==> src/rtl/evx_pkg.sv <==
package evx_pkg;

  typedef enum logic [1:0] {
    ST_IDLE = 2'd0,
    ST_RD   = 2'd1,
    ST_WR   = 2'd2,
    ST_UPD  = 2'd3
  } evx_state_e;

  typedef enum logic [1:0] {
    AM_HOLD  = 2'b00,
    AM_HOLD2 = 2'b01,
    AM_UP    = 2'b10,
    AM_DOWN  = 2'b11
  } evx_amode_e;

  localparam int CTRL_W = 7;

  typedef struct packed {
    logic       isel;
    logic       size;
    logic [1:0] dmode;
    logic [1:0] smode;
    logic       en;
  } evx_ctrl_t;

  localparam logic [1:0] SEL_CTRL = 2'd0;
  localparam logic [1:0] SEL_SRC  = 2'd1;
  localparam logic [1:0] SEL_DST  = 2'd2;
  localparam logic [1:0] SEL_CNT  = 2'd3;

endpackage

==> src/rtl/evx_addr_step.sv <==
module evx_addr_step #(
  parameter int AW = 16
) (
  input  logic [1:0]    mode_i,
  input  logic          size_i,
  input  logic [AW-1:0] addr_i,
  output logic [AW-1:0] addr_o
);
  import evx_pkg::*;

  logic [AW-1:0] step;

  always_comb begin
    step = size_i ? AW'(2) : AW'(1);
    case (evx_amode_e'(mode_i))
      AM_UP:   addr_o = addr_i + step;
      AM_DOWN: addr_o = addr_i - step;
      default: addr_o = addr_i;
    endcase
  end

endmodule

==> src/rtl/evx_regs.sv <==
module evx_regs #(
  parameter int AW = 16,
  parameter int CW = 16,
  parameter int RW = 16
) (
  input  logic                clk,
  input  logic                rst_n,
  input  logic                wr_i,
  input  logic [1:0]          sel_i,
  input  logic [RW-1:0]       wdata_i,
  output logic [RW-1:0]       rdata_o,
  input  logic                upd_i,
  input  logic                last_i,
  input  logic [AW-1:0]       src_nxt_i,
  input  logic [AW-1:0]       dst_nxt_i,
  output evx_pkg::evx_ctrl_t  ctrl_o,
  output logic [AW-1:0]       src_o,
  output logic [AW-1:0]       dst_o,
  output logic [CW-1:0]       cnt_o
);
  import evx_pkg::*;

  evx_ctrl_t     ctrl_q, ctrl_d;
  logic [AW-1:0] src_q, src_d, dst_q, dst_d;
  logic [CW-1:0] cnt_q, cnt_d;
  logic          ctrl_ce, src_ce, dst_ce, cnt_ce;
  logic          wr_ctrl, wr_src, wr_dst, wr_cnt;
  logic          unused_wdata;

  assign unused_wdata = ^wdata_i;

  assign wr_ctrl = wr_i && (sel_i == SEL_CTRL);
  assign wr_src  = wr_i && (sel_i == SEL_SRC);
  assign wr_dst  = wr_i && (sel_i == SEL_DST);
  assign wr_cnt  = wr_i && (sel_i == SEL_CNT);

  assign ctrl_ce = wr_ctrl || (upd_i && last_i);
  assign src_ce  = wr_src  || upd_i;
  assign dst_ce  = wr_dst  || upd_i;
  assign cnt_ce  = wr_cnt  || upd_i;

  // next-state: port write takes priority over the engine update
  always_comb begin
    ctrl_d = ctrl_q;
    src_d  = src_q;
    dst_d  = dst_q;
    cnt_d  = cnt_q;
    if (upd_i) begin
      src_d = src_nxt_i;
      dst_d = dst_nxt_i;
      cnt_d = cnt_q - CW'(1);
      if (last_i) ctrl_d.en = 1'b0;
    end
    if (wr_ctrl) ctrl_d = evx_ctrl_t'(wdata_i[CTRL_W-1:0]);
    if (wr_src)  src_d  = wdata_i[AW-1:0];
    if (wr_dst)  dst_d  = wdata_i[AW-1:0];
    if (wr_cnt)  cnt_d  = wdata_i[CW-1:0];
  end

  always_ff @(posedge clk or negedge rst_n) begin
    if (!rst_n) begin
      ctrl_q <= '0;
      src_q  <= '0;
      dst_q  <= '0;
      cnt_q  <= '0;
    end else begin
      if (ctrl_ce) ctrl_q <= ctrl_d;
      if (src_ce)  src_q  <= src_d;
      if (dst_ce)  dst_q  <= dst_d;
      if (cnt_ce)  cnt_q  <= cnt_d;
    end
  end

  always_comb begin
    case (sel_i)
      SEL_CTRL: rdata_o = RW'(ctrl_q);
      SEL_SRC:  rdata_o = RW'(src_q);
      SEL_DST:  rdata_o = RW'(dst_q);
      default:  rdata_o = RW'(cnt_q);
    endcase
  end

  assign ctrl_o = ctrl_q;
  assign src_o  = src_q;
  assign dst_o  = dst_q;
  assign cnt_o  = cnt_q;

  AST_CNT_STEP: assert property (@(posedge clk) disable iff (!rst_n)
    upd_i && !wr_cnt |=> cnt_q == $past(cnt_q) - CW'(1));

  AST_LAST_DISARM: assert property (@(posedge clk) disable iff (!rst_n)
    upd_i && last_i && !wr_ctrl |=> !ctrl_q.en);

  AST_PORT_WINS: assert property (@(posedge clk) disable iff (!rst_n)
    wr_cnt |=> cnt_q == $past(wdata_i[CW-1:0]));

endmodule

==> src/rtl/evx_seq.sv <==
module evx_seq #(
  parameter int AW = 16,
  parameter int CW = 16,
  parameter int DW = 16
) (
  input  logic          clk,
  input  logic          rst_n,
  input  logic          req_i,
  input  logic          en_i,
  input  logic          isel_i,
  input  logic          size_i,
  input  logic [CW-1:0] cnt_i,
  input  logic [AW-1:0] src_i,
  input  logic [AW-1:0] dst_i,
  output logic          bus_req_o,
  output logic          bus_we_o,
  output logic [AW-1:0] bus_addr_o,
  output logic [DW-1:0] bus_wdata_o,
  input  logic [DW-1:0] bus_rdata_i,
  input  logic          bus_ready_i,
  output logic          upd_o,
  output logic          last_o,
  output logic          clr_o,
  output logic          irq_o
);
  import evx_pkg::*;

  localparam int HI_W = DW - 8;

  evx_state_e    state_q, state_d;
  logic [DW-1:0] data_q, data_d;
  logic          data_ce;
  logic          handed_q, handed_d;
  logic          hand;
  logic [DW-1:0] keep_mask;

  assign keep_mask = {{HI_W{size_i}}, 8'hFF};
  assign data_ce   = (state_q == ST_RD) && bus_ready_i;

  always_comb begin
    state_d     = state_q;
    data_d      = bus_rdata_i & keep_mask;
    handed_d    = handed_q && req_i;
    bus_req_o   = 1'b0;
    bus_we_o    = 1'b0;
    bus_addr_o  = '0;
    bus_wdata_o = '0;
    upd_o       = 1'b0;
    last_o      = 1'b0;
    clr_o       = 1'b0;
    hand        = 1'b0;
    case (state_q)
      ST_IDLE: begin
        if (req_i && en_i && !handed_q) state_d = ST_RD;
      end
      ST_RD: begin
        bus_req_o  = 1'b1;
        bus_addr_o = src_i;
        if (bus_ready_i) state_d = ST_WR;
      end
      ST_WR: begin
        bus_req_o   = 1'b1;
        bus_we_o    = 1'b1;
        bus_addr_o  = dst_i;
        bus_wdata_o = data_q;
        if (bus_ready_i) state_d = ST_UPD;
      end
      default: begin
        upd_o    = 1'b1;
        last_o   = (cnt_i == CW'(1));
        hand     = last_o || isel_i;
        clr_o    = !hand;
        handed_d = hand;
        state_d  = ST_IDLE;
      end
    endcase
  end

  always_ff @(posedge clk or negedge rst_n) begin
    if (!rst_n) begin
      state_q  <= ST_IDLE;
      data_q   <= '0;
      handed_q <= 1'b0;
    end else begin
      state_q  <= state_d;
      handed_q <= handed_d;
      if (data_ce) data_q <= data_d;
    end
  end

  assign irq_o = req_i && (!en_i || handed_q);

  AST_BUS_HOLD: assert property (@(posedge clk) disable iff (!rst_n)
    bus_req_o && !bus_ready_i |=> bus_req_o && $stable(bus_addr_o) && $stable(bus_we_o));

  AST_IDLE_NO_BUS: assert property (@(posedge clk) disable iff (!rst_n)
    !en_i && !bus_req_o |=> !bus_req_o);

  AST_CLR_QUIET: assert property (@(posedge clk) disable iff (!rst_n)
    clr_o |-> !irq_o && !bus_req_o);

  AST_LAST_HANDS: assert property (@(posedge clk) disable iff (!rst_n)
    upd_o && last_o |=> handed_q);

endmodule

==> src/rtl/evx_xfer_ctrl.sv <==
module evx_xfer_ctrl #(
  parameter int AW = 16,
  parameter int CW = 16,
  parameter int DW = 16,
  parameter int RW = 16
) (
  input  logic          clk,
  input  logic          rst_n,
  input  logic          evt_req_i,
  output logic          evt_clr_o,
  output logic          cpu_irq_o,
  input  logic          cfg_wr_i,
  input  logic [1:0]    cfg_sel_i,
  input  logic [RW-1:0] cfg_wdata_i,
  output logic [RW-1:0] cfg_rdata_o,
  output logic          bus_req_o,
  output logic          bus_we_o,
  output logic [AW-1:0] bus_addr_o,
  output logic [DW-1:0] bus_wdata_o,
  input  logic [DW-1:0] bus_rdata_i,
  input  logic          bus_ready_i
);
  import evx_pkg::*;

  localparam int NSTEP = 2;

  logic [1:0]    rst_sync_q;
  logic          rst_ns;

  always_ff @(posedge clk or negedge rst_n) begin
    if (!rst_n) rst_sync_q <= 2'b00;
    else        rst_sync_q <= {rst_sync_q[0], 1'b1};
  end
  assign rst_ns = rst_sync_q[1];

  evx_ctrl_t     ctrl;
  logic [AW-1:0] src, dst;
  logic [CW-1:0] cnt;
  logic          upd, last;

  logic [AW-1:0] cur_a  [NSTEP];
  logic [AW-1:0] nxt_a  [NSTEP];
  logic [1:0]    mode_a [NSTEP];

  assign cur_a[0]  = src;
  assign cur_a[1]  = dst;
  assign mode_a[0] = ctrl.smode;
  assign mode_a[1] = ctrl.dmode;

  for (genvar k = 0; k < NSTEP; k++) begin : g_step
    evx_addr_step #(.AW(AW)) i_step (
      .mode_i (mode_a[k]),
      .size_i (ctrl.size),
      .addr_i (cur_a[k]),
      .addr_o (nxt_a[k])
    );
  end

  evx_regs #(.AW(AW), .CW(CW), .RW(RW)) i_regs (
    .clk       (clk),
    .rst_n     (rst_ns),
    .wr_i      (cfg_wr_i),
    .sel_i     (cfg_sel_i),
    .wdata_i   (cfg_wdata_i),
    .rdata_o   (cfg_rdata_o),
    .upd_i     (upd),
    .last_i    (last),
    .src_nxt_i (nxt_a[0]),
    .dst_nxt_i (nxt_a[1]),
    .ctrl_o    (ctrl),
    .src_o     (src),
    .dst_o     (dst),
    .cnt_o     (cnt)
  );

  evx_seq #(.AW(AW), .CW(CW), .DW(DW)) i_seq (
    .clk         (clk),
    .rst_n       (rst_ns),
    .req_i       (evt_req_i),
    .en_i        (ctrl.en),
    .isel_i      (ctrl.isel),
    .size_i      (ctrl.size),
    .cnt_i       (cnt),
    .src_i       (src),
    .dst_i       (dst),
    .bus_req_o   (bus_req_o),
    .bus_we_o    (bus_we_o),
    .bus_addr_o  (bus_addr_o),
    .bus_wdata_o (bus_wdata_o),
    .bus_rdata_i (bus_rdata_i),
    .bus_ready_i (bus_ready_i),
    .upd_o       (upd),
    .last_o      (last),
    .clr_o       (evt_clr_o),
    .irq_o       (cpu_irq_o)
  );

endmodule

==> config.mk <==
export PLATFORM = sky130hd
export DESIGN_NAME = evx_xfer_ctrl
export DESIGN_NICKNAME = d
export VERILOG_FILES = /design/src/rtl/evx_pkg.sv /design/src/rtl/evx_addr_step.sv /design/src/rtl/evx_regs.sv /design/src/rtl/evx_seq.sv /design/src/rtl/evx_xfer_ctrl.sv
export SDC_FILE = /design/constraint.sdc
export NUM_CORES = 1
export LEC_CHECK = 0
export CAP_MARGIN = 25
export CORE_MARGIN = 2
export CORE_UTILIZATION = 40
export DETAILED_ROUTE_END_ITERATION = 8
export SLEW_MARGIN = 0
export SYNTH_ARGS = -nofsm -noshare
export SYNTH_HDL_FRONTEND = slang
export SYNTH_SLANG_ARGS = --single-unit
==> constraint.sdc <==
create_clock -name clk -period 2.5 [get_ports clk]
set_input_delay 0.5 -clock clk [delete_from_list [all_inputs] [get_ports clk]]
set_output_delay 0.5 -clock clk [all_outputs]
set_load 0.005 [all_outputs]
# Yosys cells after proc, flatten, opt, wreduce, memory -nomap -nowiden
# Cells that the tools add are included.
[totals]
reg_bits = 76
out_inout_bits = 52
[op_classes]
add_sub_neg = 5
eq_ne = 17
mux = 25
bitwise_logic = 1
n_reduce_logical = 32
[ops]
columns = ["cell", "n"]
rows = [
  ["$mux W16", 7],
  ["$pmux W16 S2", 3],
  ["$pmux W16 S3", 1],
  ["$add A16 B16 Y16", 2],
  ["$sub A16 B16 Y16", 2],
  ["$and A16 B16 Y16", 1],
  ["$eq A16 B1 Y1 const B", 1],
  ["$sub A16 B1 Y16 const B", 1],
  ["$eq A2 B2 Y1 const B", 7],
  ["$reduce_and A3 Y1", 4],
  ["$logic_and A1 B1 Y1", 10],
  ["$ne A2 B1 Y1 const B", 5],
  ["$mux W1", 9],
  ["$mux W2", 4],
  ["$logic_or A1 B1 Y1", 6],
  ["$pmux W2 S3", 1],
  ["$reduce_bool A3 Y1", 2],
  ["$eq A2 B1 Y1 const B", 2],
  ["$logic_not A2 Y1", 2],
  ["$ne A2 B2 Y1 const B", 2],
  ["$reduce_and A2 Y1", 2],
  ["$logic_not A1 Y1", 3],
  ["$reduce_or A3 Y1", 1],
  ["$reduce_bool A2 Y1", 1],
  ["$reduce_or A2 Y1", 1],
]

# Depth between registers and ports, before layout
# Gate-level depths: netlist of run 1.
[logic_depth]
word_depth = 6
depth_mapped = 11

# By module
# Synthesis of run 1 repeated with hierarchy kept, for this count alone.
[unflattened]
hier_cells = 650
area_unflattened_um2 = 5889.4
[modules_own_cells]
columns = ["mod", "n_inst", "cells_per_inst", "area_each_um2", "seq_area_each_um2"]
rows = [
  ["evx_regs", 1, 285, 2975.4, 1376.3],
  ["evx_seq", 1, 134, 1283.7, 475.5],
  ["evx_addr_step (g_step[1].i_step)", 1, 123, 840.8, 0.0],
  ["evx_addr_step (g_step[0].i_step)", 1, 105, 735.7, 0.0],
  ["evx_xfer_ctrl", 1, 3, 53.8, 50.0],
]

# Worst setup path after synthesis of run 1
# OpenSTA, ideal clock, no wires.
[synth_path]
kind = "register to register"
from = "register i_regs.ctrl_q, in the netlist i_regs.ctrl_o[4]"
to = "register i_regs.dst_q[14], in the netlist i_regs.dst_o[14]"
setup_time_ns = 0.125
t_arrival_ns = 2.558
t_required_ns = 2.375
slack_ns = -0.183
path_stages_with_launch = 12
period_less_slack_ns = 2.683
cell_sequence = "dfrtp_1 nand2_1 clkbuf_1 nor2_1 fa_1 buf_2 nor4_1 nor2_1 a2111oi_0 a31oi_1 xnor2_1 mux2_2"
[synth_via]
elab_chain_len = 4
elab_cells_between_ends = 7
classes_between = "eq/ne (2); mux (3); reduce/logical (2)"
[synth_rtl]
columns = ["item", "line", "source"]
rows = [
  ["start: declaration", "evx_regs.sv:23", "evx_ctrl_t ctrl_q, ctrl_d;"],
  ["start signal: assignment", "evx_regs.sv:67", "if (ctrl_ce) ctrl_q <= ctrl_d;"],
  ["$eq A2 B2 Y1", "evx_addr_step.sv:15", "case (evx_amode_e'(mode_i))"],
  ["$pmux W16 S2", "evx_addr_step.sv:15", ""],
  ["$mux W16", "evx_regs.sv:48", "if (upd_i) begin"],
  ["$mux W16", "evx_regs.sv:56", "if (wr_dst) dst_d = wdata_i[AW-1:0];"],
  ["end signal: assignment", "evx_regs.sv:69", "if (dst_ce) dst_q <= dst_d;"],
  ["end: declaration", "evx_regs.sv:24", "logic [AW-1:0] src_q, src_d, dst_q, dst_d;"],
]
# Parallel ways exist; a longest one is shown, timed or not. The select of a mux whose other input is x is not followed.
# A chain may end at the register's enable or synchronous reset.

# Worst setup path in the final report of run 1
[layout_path]
from = "register i_regs.cnt_q[8], in the netlist i_regs.cnt_o[8]"
to = "output evt_clr_o"
[layout_via]
elab_chain_len = 4
[layout_rtl]
columns = ["item", "line", "source"]
rows = [
  ["start: declaration", "evx_regs.sv:25", "logic [CW-1:0] cnt_q, cnt_d;"],
  ["start signal: assignment", "evx_regs.sv:70", "if (cnt_ce) cnt_q <= cnt_d;"],
  ["$eq A16 B1 Y1", "evx_seq.sv:70", "last_o = (cnt_i == CW'(1));"],
  ["$logic_or A1 B1 Y1", "evx_seq.sv:71", "hand = last_o || isel_i;"],
  ["$logic_not A1 Y1", "evx_seq.sv:72", "clr_o = !hand;"],
  ["$mux W1", "evx_seq.sv:52", "case (state_q)"],
  ["end: declaration", "evx_xfer_ctrl.sv:10", "output logic evt_clr_o,"],
]
# No other way between the ends.

==> impl_metrics.tcl, run 1 <==
set metrics [dict create \
    reg2reg_from "i_regs.ctrl_o[5]$_DFFE_PN0P_" \
    htree_levels 3 \
    postRouteAntennaNets 0 \
    synthFlopType "dfrtp_1" \
    rsz0062_at_grt "yes" \
    post-route-period-util_pct 112 \
    grt_pass1_vias 4937 \
    antenna_found_initial 0 \
    fmax_mhz 358 \
    crit_start "i_regs.cnt_o[8]$_DFFE_PN0P_" \
    drtIter0Drc 545 \
    start_kind "flop" \
    synth_edf_count 0 \
    synth_area_per_cell_um2 8.64 \
    routed_wl_mm 17.7 \
    static-leakage-power_nw 3.13 \
    fin_ws_ps -291 \
    grt.overflow.total 0 \
    slew_violations 0 \
    clk_transition_reported_paths_ps 60 \
    finalHoldViolCount 0 \
    post-dp-hpwl_mm 13.2 \
    use_met2_pct 40.0 \
    grt_use_met1_pct 35.5 \
    critPathKind "flop to output port" \
    hold_buffers 0 \
    synth.area.top_cells "dfrtp_1 36%, mux2_2 5.3%, xnor2_1 4.9%" \
    fin_crit_ps 2790 \
    io_pins 91 \
    nets 805 \
    grt_use_met3_pct 3.28 \
    reg2reg_slack_ps 50 \
    worst-path-max-fanout 2 \
    cts_tree "yes" \
    worstMarginPinSlew_ps 608 \
    grt_usage_pct 24.9 \
    yosysTopAreaCellShare_pct 35.6 \
    utilization_pct 57.3 \
    required_ps 2000 \
    cts_made_buffers 9 \
    synthCells 618 \
    cts_buffer_depth 2 \
    synth_cell_types 63 \
    clock_latency_ps 340 \
    synth_top_cell_by_area "dfrtp_1" \
    syn2layout_area_growth_pct 41.0 \
    vias_per_cell 5.63 \
    die_w_um 120 \
    drc 0 \
    top_usage_layer "met2" \
    num_vias 5265 \
    async_flop_share_pct 100 \
    power.density_nw_per_um2 1030 \
    clockRootBuffer "clkbuf_16" \
    vdd_drop_max_mv 0.391 \
    drive_above_1_share_pct 23.7 \
    power_mw 7.78 \
    initial_core_util_pct 40.6 \
    fin_skew_ps 11.4 \
    arrival_ps 2290 \
    num_rows 42 \
    synth_fp_nets 669 \
    io_buffers 90 \
    relSlewSlack_pct 59.2 \
    r2r_cells 10 \
    n_antenna_cell 0 \
    drv_cap 0 \
    status "finished, violations left" \
    die-area_um2 14300 \
    worst_setup_path_end_kind "output port" \
    place_congestion 0.955 \
    cts.sinks 76 \
    coreArea_um2 13100 \
    yosys_warnings 0 \
    routedWlPerCell_um 18.9 \
    hp-class "flop to async pin" \
    regToRegEndpoint "i_regs.dst_o[8]$_DFFE_PN0P_" \
    setup_viol 1 \
    synth-seq-cells 76 \
    grt_start_max_net_pins 32 \
    synth_area_um2 5340 \
    grt_pass1_wl_mm 27.5 \
    die_h_um 120 \
    violations "setup timing" \
    seq_area_frac_synth_pct 35.6 \
    drtPass1Iterations 5 \
]
## critical path, cell delays in order, from the launching register on
cell and delay [ps]:
dfrtp_1 380, or3_4 390, or4_4 450, nor3_4 150
nand4b_1 160, nor2b_4 160, and2_1 140, buf_2 120
## flip-flops by register name (all words and copies together), names as in the netlist
register,count
rst_sync_q,2
i_regs.ctrl_o,7
i_regs.cnt_o,16
i_seq.data_q,16
i_seq.state_q,2
i_regs.src_o,16
i_seq.handed_q,1
i_regs.dst_o,16
## worst max path at each step
stage / to / slack [ps] / cells past startpoint
3_5_place_dp: evt_clr_o / -370 / 7
3_3_place_gp: evt_clr_o / -340 / 7
5_1_grt: evt_clr_o / -360 / 7
6_report: evt_clr_o / -290 / 7
4_1_cts: evt_clr_o / -460 / 7
2_1_floorplan: i_regs.dst_o[14]$_DFFE_PN0P_ / -80 / 11
## stage by stage
step / hold slack [ps] / setup slack [ps] / std cells / cell area (µm²) / TNS [ps]
6_report: 279 / -291 / 935 / 7530 / -291
3_3_place_gp: 283 / -335 / 909 / 6830 / -3180
5_1_grt: 320 / -359 / 935 / 7530 / -410
3_5_place_dp: 301 / -369 / 909 / 6830 / -3300
2_1_floorplan: 204 / -77.0 / 618 / 5340 / -77.0
4_1_cts: 307 / -462 / 928 / 7300 / -462
## cells in the final DEF (no fill, tap or decap), drive strengths merged, types with 10 or more instances in the layout
cell type / count
clkdlybuf4s50: 68
ha: 10
nor2: 63
xnor2: 30
and2: 20
nor2b: 20
inv: 15
nand2: 62
dlymetal6s2s: 12
xor2: 12
dfrtp: 76
nor3: 17
a21oi: 39
clkbuf: 11
nand4: 12
a22oi: 16
buf: 87
o21ai: 41
mux2: 25
nand3: 14
## power breakdown
group	switching, mW	leakage [nW]	internal, mW
sequential	0.444	0.891	1.65
clock	0.545	0.167	0.979
combinational	1.96	2.07	2.19
total	2.95	3.13	4.82
## what timing repair did
action | CTS | global route
cloned | 1 | 1
setup endpoints to repair | 37 | 35
buffers inserted | 2 | 7
pin swaps | 5 | 11
gates resized for setup | 42 | 51
## synthesized netlist by cell type, drive strengths merged (2+ instances only)
cell type  number
xnor2          30
nor4            6
nor2b          20
or3             9
nor4b           3
nand4          12
o31ai           3
xor2           12
mux4            7
o211ai          3
and3            4
ha             10
nand3b          3
a22oi          16
inv            14
mux2           25
fa              2
nand2          62
a2111oi         3
a21oi          39
nor3b           2
and4            2
nor3           17
a21o            2
o22ai           3
nand4b          4
mux2i           4
a22o            9
o21ai          41
or4             6
and2           20
nor2           63
o2111ai         2
clkbuf         40
nand2b          2
a31oi           6
dfrtp          76
buf            11
nand3          14
## kinds of logic after synthesis
group / after synthesis / synth area share [%]
other cells: 1 / 0.0702
simple gates: 251 / 24.0
compound gates: 135 / 15.7
fa+ha+maj: 12 / 3.09
flops: 76 / 35.6
buf+inv: 65 / 5.51
mux: 36 / 9.05
xor+xnor: 42 / 6.89
## layout make-up
type	count	area, µm²
well taps	176	220
flip-flops and latches	76	1900
clock inverters	6	113
fillers	1176	5610
inverters	14	52.6
repair buffers	176	1660
clock buffers	10	229
multi-input cells	477	3360
## routing by layer
| metal | vias up | part of all wire, % |
|---|---|---|
| met4 | 0 | 2.0 |
| met1 | 2605 | 45 |
| li1 | 2458 | - |
| met3 | 41 | 5.0 |
| met2 | 161 | 48 |
| met5 | - | 0 |
No activity file was read; power rests on OpenSTA's default activity.
==> run 2: changes to the inputs <==
==> constraint.sdc (replaced) <==
create_clock -name clk -period 3.45 [get_ports clk]
set_input_delay 0.69 -clock clk [delete_from_list [all_inputs] [get_ports clk]]
set_output_delay 0.69 -clock clk [all_outputs]
set_load 0.005 [all_outputs]
==> run 2 against run 1 <==
Compared with the run above:
- the flow now finishes without violations
- total power fell by 36%
- hold slack got worse by 32 ps
- via count fell by 5.8%
- non-clock buffer count fell by 67
- clock skew fell by 3.3 ps
- register-to-register slack improved by 730 ps
- global-route usage fell by 1.1 points
- critical path type is now input port to output port
- largest power group unchanged
- highest routed layer unchanged
==> impl_metrics.tcl, run 2 (synthesized netlist as in run 1, its figures left out) <==
set metrics [dict create \
    drtPass1Iterations 5 \
    pwr-share-clk_pct 20.8 \
    num_rows 42 \
    clockRootBuffer "clkbuf_16" \
    num_vias 4958 \
    final_cell_mix "89 x clkdlybuf4s50_1, 75 x dfrtp_1, 63 x nor2_1" \
    start_kind "input port" \
    status "finished, final reports clean" \
    cpPeakStageDelay_ps 570 \
    drtIter0Drc 493 \
    relSlewSlack_pct 49.2 \
    post-route-period-util_pct 90.8 \
    crit_path_top_delay_cell "mux4_1" \
    die-area_um2 14300 \
    p_int_mw 3.06 \
    place_congestion 0.921 \
    p_sw_mw 1.94 \
    post-dp-hpwl_mm 12.5 \
    vias_per_cell 5.71 \
    vdd_drop_max_mv 0.327 \
    setup_viol 0 \
    p_comb_share_pct 45.5 \
    hp-class "flop to async pin" \
    drc 0 \
    static-leakage-power_nw 2.56 \
    arrival_ps 2440 \
    syn2layout_area_growth_pct 26.1 \
    grt_pass1_wl_mm 26.0 \
    power.density_nw_per_um2 744 \
    slew_violations 0 \
    io_buffers 90 \
    postRouteAntennaNets 0 \
    required_ps 2760 \
    worst-path-max-fanout 22 \
    nets 738 \
    fin_ws_ps 316 \
    coreArea_um2 13100 \
    cts_made_buffers 9 \
    critPathKind "input port to output port" \
    cts_buffer_depth 2 \
    layout_commonest_cell "clkdlybuf4s50_1" \
    finalSetupTns_ps 0 \
    utilization_pct 51.2 \
    worstMarginPinSlew_ps 760 \
    routedWlPerCell_um 19.2 \
    crit_path_frequent_cell "clkdlybuf4s50_1" \
    cts.sinks 76 \
    grt_pass1_vias 4694 \
    fmax_mhz 319 \
    n_antenna_cell 0 \
    grt.overflow.total 0 \
    cp_cell_sequence "clkdlybuf4s50_1 > buf_12 > mux4_1 > clkdlybuf4s50_1" \
    antenna_found_initial 1 \
    drv_cap 0 \
    die_w_um 120 \
    switching_share_pct 38.8 \
    grt_start_max_net_pins 53 \
    pre_cts_ws_ps 272 \
    finalHoldViolCount 0 \
    worst_setup_path_end_kind "output port" \
    io_pins 91 \
    htree_levels 3 \
    seq_power_share_pct 33.7 \
    clock_latency_ps 350 \
    routed_wl_mm 16.7 \
    dp_cells 850 \
    rsz0062_at_grt "no" \
    fin_crit_ps 3130 \
    final_cells 868 \
    die_h_um 120 \
    clk_transition_reported_paths_ps 60 \
    initial_core_util_pct 40.6 \
    drive_above_1_share_pct 11.4 \
    fin_skew_ps 8.05 \
    grt_usage_pct 23.8 \
    cts_tree "yes" \
]
run 2: changes by cell type in the layout (fill, tap and decap cells not counted), sizes merged:
cell           change
buf               -68
bufinv             -1
dlygate4sd2        -7
clkinvlp           +1
inv                -1
bufbuf             -1
dlymetal6s2s      -11
clkdlybuf4s50     +21
run 2: final cells by class:
type                       count  area (µm²)
sequential                    76        1900
tap                          176         220
clock inverter                 5        85.1
multi-input combinational    477        3170
inverter                      14        52.6
timing repair buffer         109        1060
clock buffer                  11         243
fill                        1277        6400
run 2: through the flow:
step                      hold slack, ps  power (mW)  area [µm²]
final                                247        5.01        6730
after global routing                 303        5.34        6730
after floorplan                      331        2.94        5340
after global placement               262        3.91        6360
after detailed placement             268        3.96        6360
after CTS                            269        5.02        6700
run 2: per-layer routing:
| layer | share of wire (%) | track usage [%] |
|---|---|---|
| met5 | 0 | 0 |
| met4 | 2.5 | 9.56 |
| met2 | 46 | 36.8 |
| met1 | 44 | 33.5 |
| met3 | 7.0 | 3.71 |
run 2: critical path: cells and delay by family:
family / cells / cell delay, ps
buf+inv: 3 / 1180
mux: 1 / 570
run 2: path summary, 6_finish.rpt:
| kind | start | depth (start not counted) | to | slack, ps |
|---|---|---|---|---|
| max reg2reg | i_regs.ctrl_o[2]$_DFFE_PN0P_ | 9 | i_regs.src_o[13]$_DFFE_PN0P_ | 780 |
| max | cfg_sel_i[0] | 4 | cfg_rdata_o[4] | 320 |
| max in group asynchronous | rst_sync_q[1]$_DFF_PN0_ | 1 | i_regs.dst_o[9]$_DFFE_PN0P_ | 2120 |
| min reg2reg | rst_sync_q[1]$_DFF_PN0_ | 0 | i_seq.handed_q$_DFF_PN0_ | 250 |
| min in group clk | rst_sync_q[0]$_DFF_PN0_ | 0 | rst_sync_q[1]$_DFF_PN0_ | 350 |
| min | rst_sync_q[1]$_DFF_PN0_ | 0 | i_seq.handed_q$_DFF_PN0_ | 250 |
run 2: power by group through the flow:
stage	registers [mW]	logic [mW]	clock network [mW]
finish	1.69	2.28	1.04
global route	1.75	2.48	1.10
CTS	1.68	2.28	1.06
detailed placement	1.70	2.26	0
global placement	1.69	2.22	0
floorplan	1.40	1.54	0
run 2: timing repair:
item	in CTS	in global routing
cloned	0	0
pin swaps	0	2
buffers inserted	0	2
endpoints found under the setup margin	1	1
hold buffers	0	0
gates resized for setup	3	4
==> run 3: changes to the inputs <==
--- a/config.mk
+++ b/config.mk
@@ -8,6 +8,7 @@
 export CAP_MARGIN = 25
 export CORE_MARGIN = 2
 export CORE_UTILIZATION = 40
+export CTS_CLUSTER_SIZE = 16
 export DETAILED_ROUTE_END_ITERATION = 8
 export SLEW_MARGIN = 0
 export SYNTH_ARGS = -nofsm -noshare
==> results of run 3 <==
No change in the layout: final DEF, timing and power equal those of run 2.
